===== src/rtl/nvload_pkg.sv =====
package nvload_pkg;

    localparam int         CRC_W    = 8;
    localparam logic [7:0] CRC_POLY = 8'h07;
    localparam logic [7:0] CRC_SEED = 8'hFF;

    typedef enum logic [1:0] {
        ST_IDLE,
        ST_FETCH,
        ST_WAIT
    } seq_state_e;

endpackage


===== src/rtl/nvload_crc8.sv =====
module nvload_crc8
    import nvload_pkg::*;
#(
    parameter int DATA_W = 8
) (
    input  logic                 clk,
    input  logic                 rst_n,
    input  logic                 clr_i,
    input  logic                 upd_i,
    input  logic [DATA_W-1:0]    data_i,
    output logic [CRC_W-1:0]     crc_o
);

    typedef struct packed {
        logic [CRC_W-1:0] crc;
    } crc_reg_t;

    crc_reg_t state_d, state_q;
    logic [CRC_W-1:0] folded;

    // Serial MSB-first division, unrolled over one data word
    always_comb begin
        folded = state_q.crc;
        for (int i = DATA_W - 1; i >= 0; i--) begin
            if (folded[CRC_W-1] ^ data_i[i]) begin
                folded = {folded[CRC_W-2:0], 1'b0} ^ CRC_POLY;
            end else begin
                folded = {folded[CRC_W-2:0], 1'b0};
            end
        end
        state_d = state_q;
        if (clr_i) begin
            state_d.crc = CRC_SEED;
        end else if (upd_i) begin
            state_d.crc = folded;
        end
    end

    always_ff @(posedge clk or negedge rst_n) begin
        if (!rst_n) begin
            state_q <= '{crc: CRC_SEED};
        end else begin
            state_q <= state_d;
        end
    end

    assign crc_o = state_q.crc;

endmodule


===== src/rtl/nvload_rdtrack.sv =====
module nvload_rdtrack #(
    parameter int IDX_W  = 4,
    parameter int RD_LAT = 2
) (
    input  logic             clk,
    input  logic             rst_n,
    input  logic             issue_i,
    input  logic [IDX_W-1:0] idx_i,
    output logic             ret_vld_o,
    output logic [IDX_W-1:0] ret_idx_o
);

    typedef struct packed {
        logic             vld;
        logic [IDX_W-1:0] idx;
    } slot_t;

    slot_t [RD_LAT-1:0] pipe_d, pipe_q;

    // Each stage follows the read data through the memory latency
    assign pipe_d[0] = {issue_i, idx_i};

    generate
        for (genvar s = 1; s < RD_LAT; s++) begin : g_stage
            assign pipe_d[s] = pipe_q[s-1];
        end
    endgenerate

    always_ff @(posedge clk or negedge rst_n) begin
        if (!rst_n) begin
            pipe_q <= '0;
        end else begin
            pipe_q <= pipe_d;
        end
    end

    assign ret_vld_o = pipe_q[RD_LAT-1].vld;
    assign ret_idx_o = pipe_q[RD_LAT-1].idx;

endmodule


===== src/rtl/nvload_seq.sv =====
module nvload_seq
    import nvload_pkg::*;
#(
    parameter int NUM_WORDS    = 8,
    parameter int DATA_W       = 8,
    parameter int MAX_TRIES    = 8,
    parameter int ADDR_W       = 4,
    parameter int WORST_CYCLES = 88
) (
    input  logic              clk,
    input  logic              rst_n,
    input  logic              start_i,
    input  logic              ret_vld_i,
    input  logic [ADDR_W-1:0] ret_idx_i,
    input  logic [DATA_W-1:0] ret_data_i,
    input  logic [CRC_W-1:0]  crc_i,
    output logic              issue_o,
    output logic [ADDR_W-1:0] issue_idx_o,
    output logic              crc_clr_o,
    output logic              crc_upd_o,
    output logic              busy_o,
    output logic              done_o,
    output logic              valid_o,
    output logic              flt_o
);

    localparam int TRY_W = $clog2(MAX_TRIES + 1);
    localparam int CYC_W = $clog2(WORST_CYCLES + 1);
    localparam logic [ADDR_W-1:0] LAST_IDX = ADDR_W'(NUM_WORDS);
    localparam logic [TRY_W-1:0]  LAST_TRY = TRY_W'(MAX_TRIES - 1);

    typedef struct packed {
        seq_state_e        st;
        logic [ADDR_W-1:0] issue;
        logic [TRY_W-1:0]  tries;
        logic              done;
        logic              valid;
        logic              flt;
        logic [CYC_W-1:0]  cyc;
    } seq_reg_t;

    seq_reg_t q, d;
    logic     ret_data_word;
    logic     ret_crc_word;
    logic     crc_match;

    always_comb begin
        ret_data_word = ret_vld_i && (ret_idx_i < LAST_IDX);
        ret_crc_word  = ret_vld_i && (ret_idx_i == LAST_IDX);
        crc_match     = (ret_data_i[CRC_W-1:0] == crc_i) && ((ret_data_i >> CRC_W) == '0);

        d         = q;
        d.done    = 1'b0;
        crc_clr_o = 1'b0;
        crc_upd_o = ret_data_word;

        unique case (q.st)
            ST_IDLE: begin
                if (start_i) begin
                    d.st      = ST_FETCH;
                    d.issue   = '0;
                    d.tries   = '0;
                    d.valid   = 1'b0;
                    d.flt     = 1'b0;
                    d.cyc     = '0;
                    crc_clr_o = 1'b1;
                end
            end
            ST_FETCH: begin
                d.cyc = q.cyc + CYC_W'(1);
                if (q.issue == LAST_IDX) begin
                    d.st = ST_WAIT;
                end else begin
                    d.issue = q.issue + ADDR_W'(1);
                end
            end
            ST_WAIT: begin
                d.cyc = q.cyc + CYC_W'(1);
                if (ret_crc_word) begin
                    if (crc_match) begin
                        d.st    = ST_IDLE;
                        d.valid = 1'b1;
                        d.done  = 1'b1;
                        d.tries = '0;
                    end else if (q.tries == LAST_TRY) begin
                        d.st    = ST_IDLE;
                        d.flt   = 1'b1;
                        d.done  = 1'b1;
                        d.tries = '0;
                    end else begin
                        d.st      = ST_FETCH;
                        d.issue   = '0;
                        d.tries   = q.tries + TRY_W'(1);
                        crc_clr_o = 1'b1;
                    end
                end
            end
            default: d.st = ST_IDLE;
        endcase
    end

    always_ff @(posedge clk or negedge rst_n) begin
        if (!rst_n) begin
            q <= '{st: ST_IDLE, issue: '0, tries: '0, done: 1'b0,
                   valid: 1'b0, flt: 1'b0, cyc: '0};
        end else begin
            q <= d;
        end
    end

    assign issue_o     = (q.st == ST_FETCH);
    assign issue_idx_o = q.issue;
    assign busy_o      = (q.st != ST_IDLE);
    assign done_o      = q.done;
    assign valid_o     = q.valid;
    assign flt_o       = q.flt;

    // Attempt counter never reaches the limit while a sequence runs
    assert_tries_bound_R6: assert property (@(posedge clk) disable iff (!rst_n)
        q.tries < TRY_W'(MAX_TRIES));

    // Every attempt starts from the CRC seed value
    assert_fresh_crc_R6: assert property (@(posedge clk) disable iff (!rst_n)
        (q.st == ST_FETCH && q.issue == '0) |-> (crc_i == CRC_SEED));

    // The busy window stays within the worst-case cycle budget
    assert_budget_R10: assert property (@(posedge clk) disable iff (!rst_n)
        busy_o |-> (q.cyc < CYC_W'(WORST_CYCLES)));

    // A start during a burst does not restart the address sequence
    assert_ignore_busy_R8: assert property (@(posedge clk) disable iff (!rst_n)
        (q.st == ST_FETCH && q.issue != '0 && start_i) |=> (q.issue != '0));

    // A pass ends with done and no fault
    assert_pass_clean_R5: assert property (@(posedge clk) disable iff (!rst_n)
        $rose(q.valid) |-> (q.done && !q.flt));

endmodule


===== src/rtl/nvload_ctrl.sv =====
module nvload_ctrl
    import nvload_pkg::*;
#(
    parameter int DATA_W       = 8,
    parameter int NUM_WORDS    = 8,
    parameter int RD_LAT       = 2,
    parameter int MAX_TRIES    = 8,
    parameter int WORST_CYCLES = MAX_TRIES * (NUM_WORDS + 1 + RD_LAT),
    parameter int ADDR_W       = $clog2(NUM_WORDS + 1),
    parameter int SHD_AW       = (NUM_WORDS > 1) ? $clog2(NUM_WORDS) : 1
) (
    input  logic              clk,
    input  logic              rst_n,
    input  logic              start_i,
    output logic              mem_rd_o,
    output logic [ADDR_W-1:0] mem_addr_o,
    input  logic [DATA_W-1:0] mem_data_i,
    output logic              shd_we_o,
    output logic [SHD_AW-1:0] shd_addr_o,
    output logic [DATA_W-1:0] shd_data_o,
    output logic              busy_o,
    output logic              done_o,
    output logic              cfg_valid_o,
    output logic              flt_global_o,
    output logic              flt_group_o,
    output logic              flt_crc_o
);

    logic              ret_vld;
    logic [ADDR_W-1:0] ret_idx;
    logic              crc_clr;
    logic              crc_upd;
    logic [CRC_W-1:0]  crc_val;
    logic              flt;

    nvload_rdtrack #(
        .IDX_W  (ADDR_W),
        .RD_LAT (RD_LAT)
    ) u_track (
        .clk       (clk),
        .rst_n     (rst_n),
        .issue_i   (mem_rd_o),
        .idx_i     (mem_addr_o),
        .ret_vld_o (ret_vld),
        .ret_idx_o (ret_idx)
    );

    nvload_crc8 #(
        .DATA_W (DATA_W)
    ) u_crc (
        .clk    (clk),
        .rst_n  (rst_n),
        .clr_i  (crc_clr),
        .upd_i  (crc_upd),
        .data_i (mem_data_i),
        .crc_o  (crc_val)
    );

    nvload_seq #(
        .NUM_WORDS    (NUM_WORDS),
        .DATA_W       (DATA_W),
        .MAX_TRIES    (MAX_TRIES),
        .ADDR_W       (ADDR_W),
        .WORST_CYCLES (WORST_CYCLES)
    ) u_seq (
        .clk         (clk),
        .rst_n       (rst_n),
        .start_i     (start_i),
        .ret_vld_i   (ret_vld),
        .ret_idx_i   (ret_idx),
        .ret_data_i  (mem_data_i),
        .crc_i       (crc_val),
        .issue_o     (mem_rd_o),
        .issue_idx_o (mem_addr_o),
        .crc_clr_o   (crc_clr),
        .crc_upd_o   (crc_upd),
        .busy_o      (busy_o),
        .done_o      (done_o),
        .valid_o     (cfg_valid_o),
        .flt_o       (flt)
    );

    // Data words go straight into the shadow registers as they return
    assign shd_we_o     = crc_upd;
    assign shd_addr_o   = ret_idx[SHD_AW-1:0];
    assign shd_data_o   = mem_data_i;

    assign flt_global_o = flt;
    assign flt_group_o  = flt;
    assign flt_crc_o    = flt;

    // Shadow writes happen only inside a sequence
    assert_shd_in_seq_R3: assert property (@(posedge clk) disable iff (!rst_n)
        shd_we_o |-> busy_o);

    // Read addresses stay within data words plus the CRC word
    assert_addr_range_R2: assert property (@(posedge clk) disable iff (!rst_n)
        mem_rd_o |-> (mem_addr_o <= ADDR_W'(NUM_WORDS)));

    // All three fault flags rise together, with valid clear
    assert_fault_set_R7: assert property (@(posedge clk) disable iff (!rst_n)
        $rose(flt_crc_o) |-> (flt_global_o && flt_group_o && !cfg_valid_o && done_o));

endmodule


===== config.mk =====
export PLATFORM = sky130hd
export DESIGN_NAME = nvload_ctrl
export DESIGN_NICKNAME = d
export VERILOG_FILES = /design/src/rtl/nvload_pkg.sv /design/src/rtl/nvload_crc8.sv /design/src/rtl/nvload_rdtrack.sv /design/src/rtl/nvload_seq.sv /design/src/rtl/nvload_ctrl.sv
export SDC_FILE = /design/constraint.sdc
export NUM_CORES = 1
export LEC_CHECK = 0
export ABC_AREA = 0
export BUFFER_PORTS_ARGS = -buffer_cell sky130_fd_sc_hd__buf_2
export CAP_MARGIN = 25
export CELL_PAD_IN_SITES_DETAIL_PLACEMENT = 1
export CELL_PAD_IN_SITES_GLOBAL_PLACEMENT = 1
export CORE_MARGIN = 4
export CORE_UTILIZATION = 35
export DETAILED_ROUTE_END_ITERATION = 16
export GPL_ROUTABILITY_DRIVEN = 0
export GPL_TIMING_DRIVEN = 0
export PLACE_DENSITY = 0.73
export SLEW_MARGIN = 10
export SYNTH_ARGS = -nofsm -noshare
export SYNTH_HDL_FRONTEND = slang
export SYNTH_SLANG_ARGS = --single-unit

===== constraint.sdc =====
create_clock -name clk -period 3.1 [get_ports clk]
set_input_delay 0.62 -clock clk [delete_from_list [all_inputs] [get_ports clk]]
set_output_delay 0.62 -clock clk [all_outputs]
set_load 0.1 [all_outputs]

==> impl_metrics.ini <==
[detailed_routing]
drc = 0
wirelength_um = 3832
vias = 1347
dr.pass1.iters = 3
drtIter0Drc = 34
wl_per_cell_um = 13.59
routed_via_density = 4.777
ant_nets = 0

[global_routing]
grt_first_pass_wirelength_um = 6541
antenna_found_initial = 0
grt-ovfl-total = 0
grt.total_usage_pct = 13.25
grt_pass1_vias = 1420
grt_max_degree = 32

[floorplan]
die-width_um = 80.25
rows = 26
die_h_um = 80.25
ios = 34
core_um2 = 5075
dieArea_um2 = 6439
start_util_pct = 36.00

[yosys]
synth_cell_types = 41
synthAdderAreaFrac_pct = 6.849
synth_xor_area_share_pct = 11.58
synth_mux_area_share_pct = 0.6164
synth-simple-area-share_pct = 16.30
synth_edf_count = 0
syn_area_um2 = 1827
synth-compound-area-share_pct = 11.78
yosysWarnings = 0
yosysSeqAreaShare_pct = 43.01
synth_nets = 192
syn_inst = 171
synthArstFlopShare_pct = 100.0
ys_seq_elements = 31
synth_top_family_by_area = simple AND/OR/NAND/NOR gates
synth_ff_type = dfrtp_1
syn_avg_cell_area_um2 = 10.68

[clocking]
cts_setup_buffers = 0
clock_latency_ns = 0.28
tritoncts = yes
clkTransAtPathRegs_ns = 0.07
cts_resized = 0
clockBufferDepth = 2
ctsHoldBuffers = 0
clock_sinks = 31
cts.htree.levels = 2
root_buffer = clkbuf_8
cts_buffers = 5

[worst_setup_path]
reg2reg_setup_slack_ns = 0.44
end_kind = register
arrival_ns = 2.87
crit_start = u_crc.crc_o[5]
path_class = reg2reg
cp_data_required_time_ns = 3.32
r2r_end = u_seq.issue_idx_o[3]
reg2reg_depth = 8
startpoint_type = register
r2r-start = u_crc.crc_o[5]
cp-endpoint = u_seq.issue_idx_o[3]
crit_path_max_fanout = 8

[timing]
fin_setup_tns_ns = 0
max_freq_mhz = 376.6
finClkSkew_ns = 0.006458
finalCritPeriodShare_pct = 85.65
rsz0062_at_grt = false
maxSlewViolCount = 0
setup_violations = 0
finalCriticalPeriod_ns = 2.655
finalHoldViolCount = 0
setup_ws_ns = 0.4448
max_slew_margin_pct = 53.75
worst_slew_pin_slew_ns = 0.6938

[finish]
drive_gt1_share_pct = 36.79
fin_util_pct = 43.29
area_growth_pct = 20.27
antennaDiodeCount = 0
final_net_count = 232
fin_area_um2 = 2197
fillers = 610

[placement]
dp_slack_ns = 0.2298
dpl_cell_area_um2 = 2079
port_buffers = 33
dp_hpwl_um = 2945

[flow_run]
maxCapViolCount = 0

[power_and_ir_drop]
p_total_mw = 2.351
p_per_area_nw_per_um2 = 1070
p_leak_nw = 1.092
peakVddDrop_uv = 463.2

[min_path]
worstHoldPathType = reg2reg

[status]
status = finished, final reports clean
-- synthesized netlist by cell type, types with 2 or more instances --
master / number / area, um2
or4_4: 2 / 22.52
a31oi_1: 2 / 12.51
xnor2_1: 12 / 105.1
xnor3_1: 2 / 45.04
nand3_1: 7 / 35.03
dfstp_2: 8 / 210.2
nand3b_2: 2 / 22.52
xor2_1: 7 / 61.31
nand4b_1: 2 / 17.52
buf_4: 17 / 127.6
a21oi_1: 5 / 25.02
o21ai_1: 3 / 15.01
inv_1: 10 / 37.54
a21boi_0: 2 / 15.01
and3b_1: 2 / 17.52
nor2_1: 2 / 7.510
dfrtp_1: 23 / 575.6
ha_1: 10 / 125.1
o211ai_2: 4 / 50.05
o211ai_1: 2 / 15.01
nand2_1: 20 / 75.07
nand3b_1: 2 / 15.01
a21o_1: 2 / 15.01
nand2b_1: 2 / 12.51
and3_1: 2 / 12.51
o21ai_0: 3 / 15.01
nor3_1: 2 / 10.01
-- where the power goes --
part | leakage, nW | total [mW] | switching (mW) | internal, mW
clock | 0.0612 | 0.417 | 0.157 | 0.260
sequential | 0.394 | 0.652 | 0.0943 | 0.557
combinational | 0.637 | 1.28 | 0.854 | 0.429
total | 1.09 | 2.35 | 1.10 | 1.25
-- through the flow --
step / hold slack (ns) / instances
after floorplan: 0.3244 / 171
after global placement: 0.3311 / 274
after detailed placement: 0.3362 / 274
after CTS: 0.3518 / 282
after global routing: 0.3538 / 282
final: 0.3493 / 282
-- area by class of cell --
cell class | count | area (um2) | area share (%)
timing repair buffer | 33 | 165.2 | 7.517
buffer | 19 | 142.6 | 6.492
inverter | 10 | 37.54 | 1.708
clock inverter | 2 | 35.03 | 1.595
multi-input combinational | 111 | 860.8 | 39.18
clock buffer | 6 | 82.58 | 3.759
sequential | 31 | 785.8 | 35.76
tap | 70 | 87.58 | 3.986
-- sequential cells by signal (all words and copies together) (netlist names) --
register	flops
u_crc.crc_o	8
u_seq.done_o	1
u_seq.flt_o	1
u_seq.issue_idx_o	4
u_seq.q	6
u_seq.valid_o	1
u_track.pipe_d	5
u_track.ret_idx_o	4
u_track.ret_vld_o	1
-- worst min path at each step --
stage | from | to | slack (ns) | depth (start not counted)
global route | u_track.pipe_d[6] | u_track.ret_idx_o[1] | 0.35 | 0
CTS | u_track.pipe_d[7] | u_track.ret_idx_o[2] | 0.35 | 0
floorplan | rst_n | u_seq.done_o | 0.32 | 0
global placement | u_track.pipe_d[6] | u_track.ret_idx_o[1] | 0.33 | 0
detailed placement | u_track.pipe_d[7] | u_track.ret_idx_o[2] | 0.34 | 0
finish | u_track.pipe_d[7] | u_track.ret_idx_o[2] | 0.35 | 0
-- routing by layer --
| metal | up-vias | wire length (um) | share of wire (%) | global-route usage [%] |
|---|---|---|---|---|
| met5 | - | 0 | 0 | 0 |
| met2 | 24 | 1957 | 51 | 23.43 |
| met1 | 662 | 1680 | 44 | 15.22 |
| li1 | 656 | - | - | - |
| met4 | 0 | 61 | 1.6 | 5.068 |
| met3 | 5 | 132 | 3.4 | 3.363 |
-- logic make-up (layout without fill, tap and decap cells) --
kind of cell    Yosys count  in the layout
flops                    31             31
xor+xnor                 21             21
fa+ha+maj                10             10
simple gates             51             51
compound gates           28             28
buf+inv                  29             70
mux                       1              1
-- worst max-delay path, stage by stage (launching register included) --
cell and delay [ns]:
dfstp_2 0.54, xor2_1 0.32, inv_1 0.09, ha_1 0.18
and3_1 0.20, a31oi_1 0.22, o2111ai_1 0.35, or4_1 0.57
nand3_1 0.10
-- cells in the final DEF, fill, tap and decap left out, types with 2 or more instances in the layout --
cell / Yosys / layout
ha_1: 10 / 10
nor3_1: 2 / 2
a21boi_0: 2 / 2
buf_4: 17 / 17
nand4b_1: 2 / 2
o21ai_1: 3 / 3
inv_1: 10 / 10
dfrtp_1: 23 / 23
a21oi_1: 5 / 5
nand2_1: 20 / 20
and3b_1: 2 / 2
nand2b_1: 2 / 2
buf_2: 0 / 33
o211ai_1: 2 / 2
o211ai_2: 4 / 4
nor2_1: 2 / 2
and3_1: 2 / 2
nand3_1: 7 / 7
a21o_1: 2 / 2
xor2_1: 7 / 7
or4_4: 2 / 2
a31oi_1: 2 / 2
nand3b_2: 2 / 2
o21ai_0: 3 / 3
xnor2_1: 12 / 12
nand3b_1: 2 / 2
dfstp_2: 8 / 8
xnor3_1: 2 / 2
clkbuf_8: 0 / 6
(Power assumes the default switching activity.)
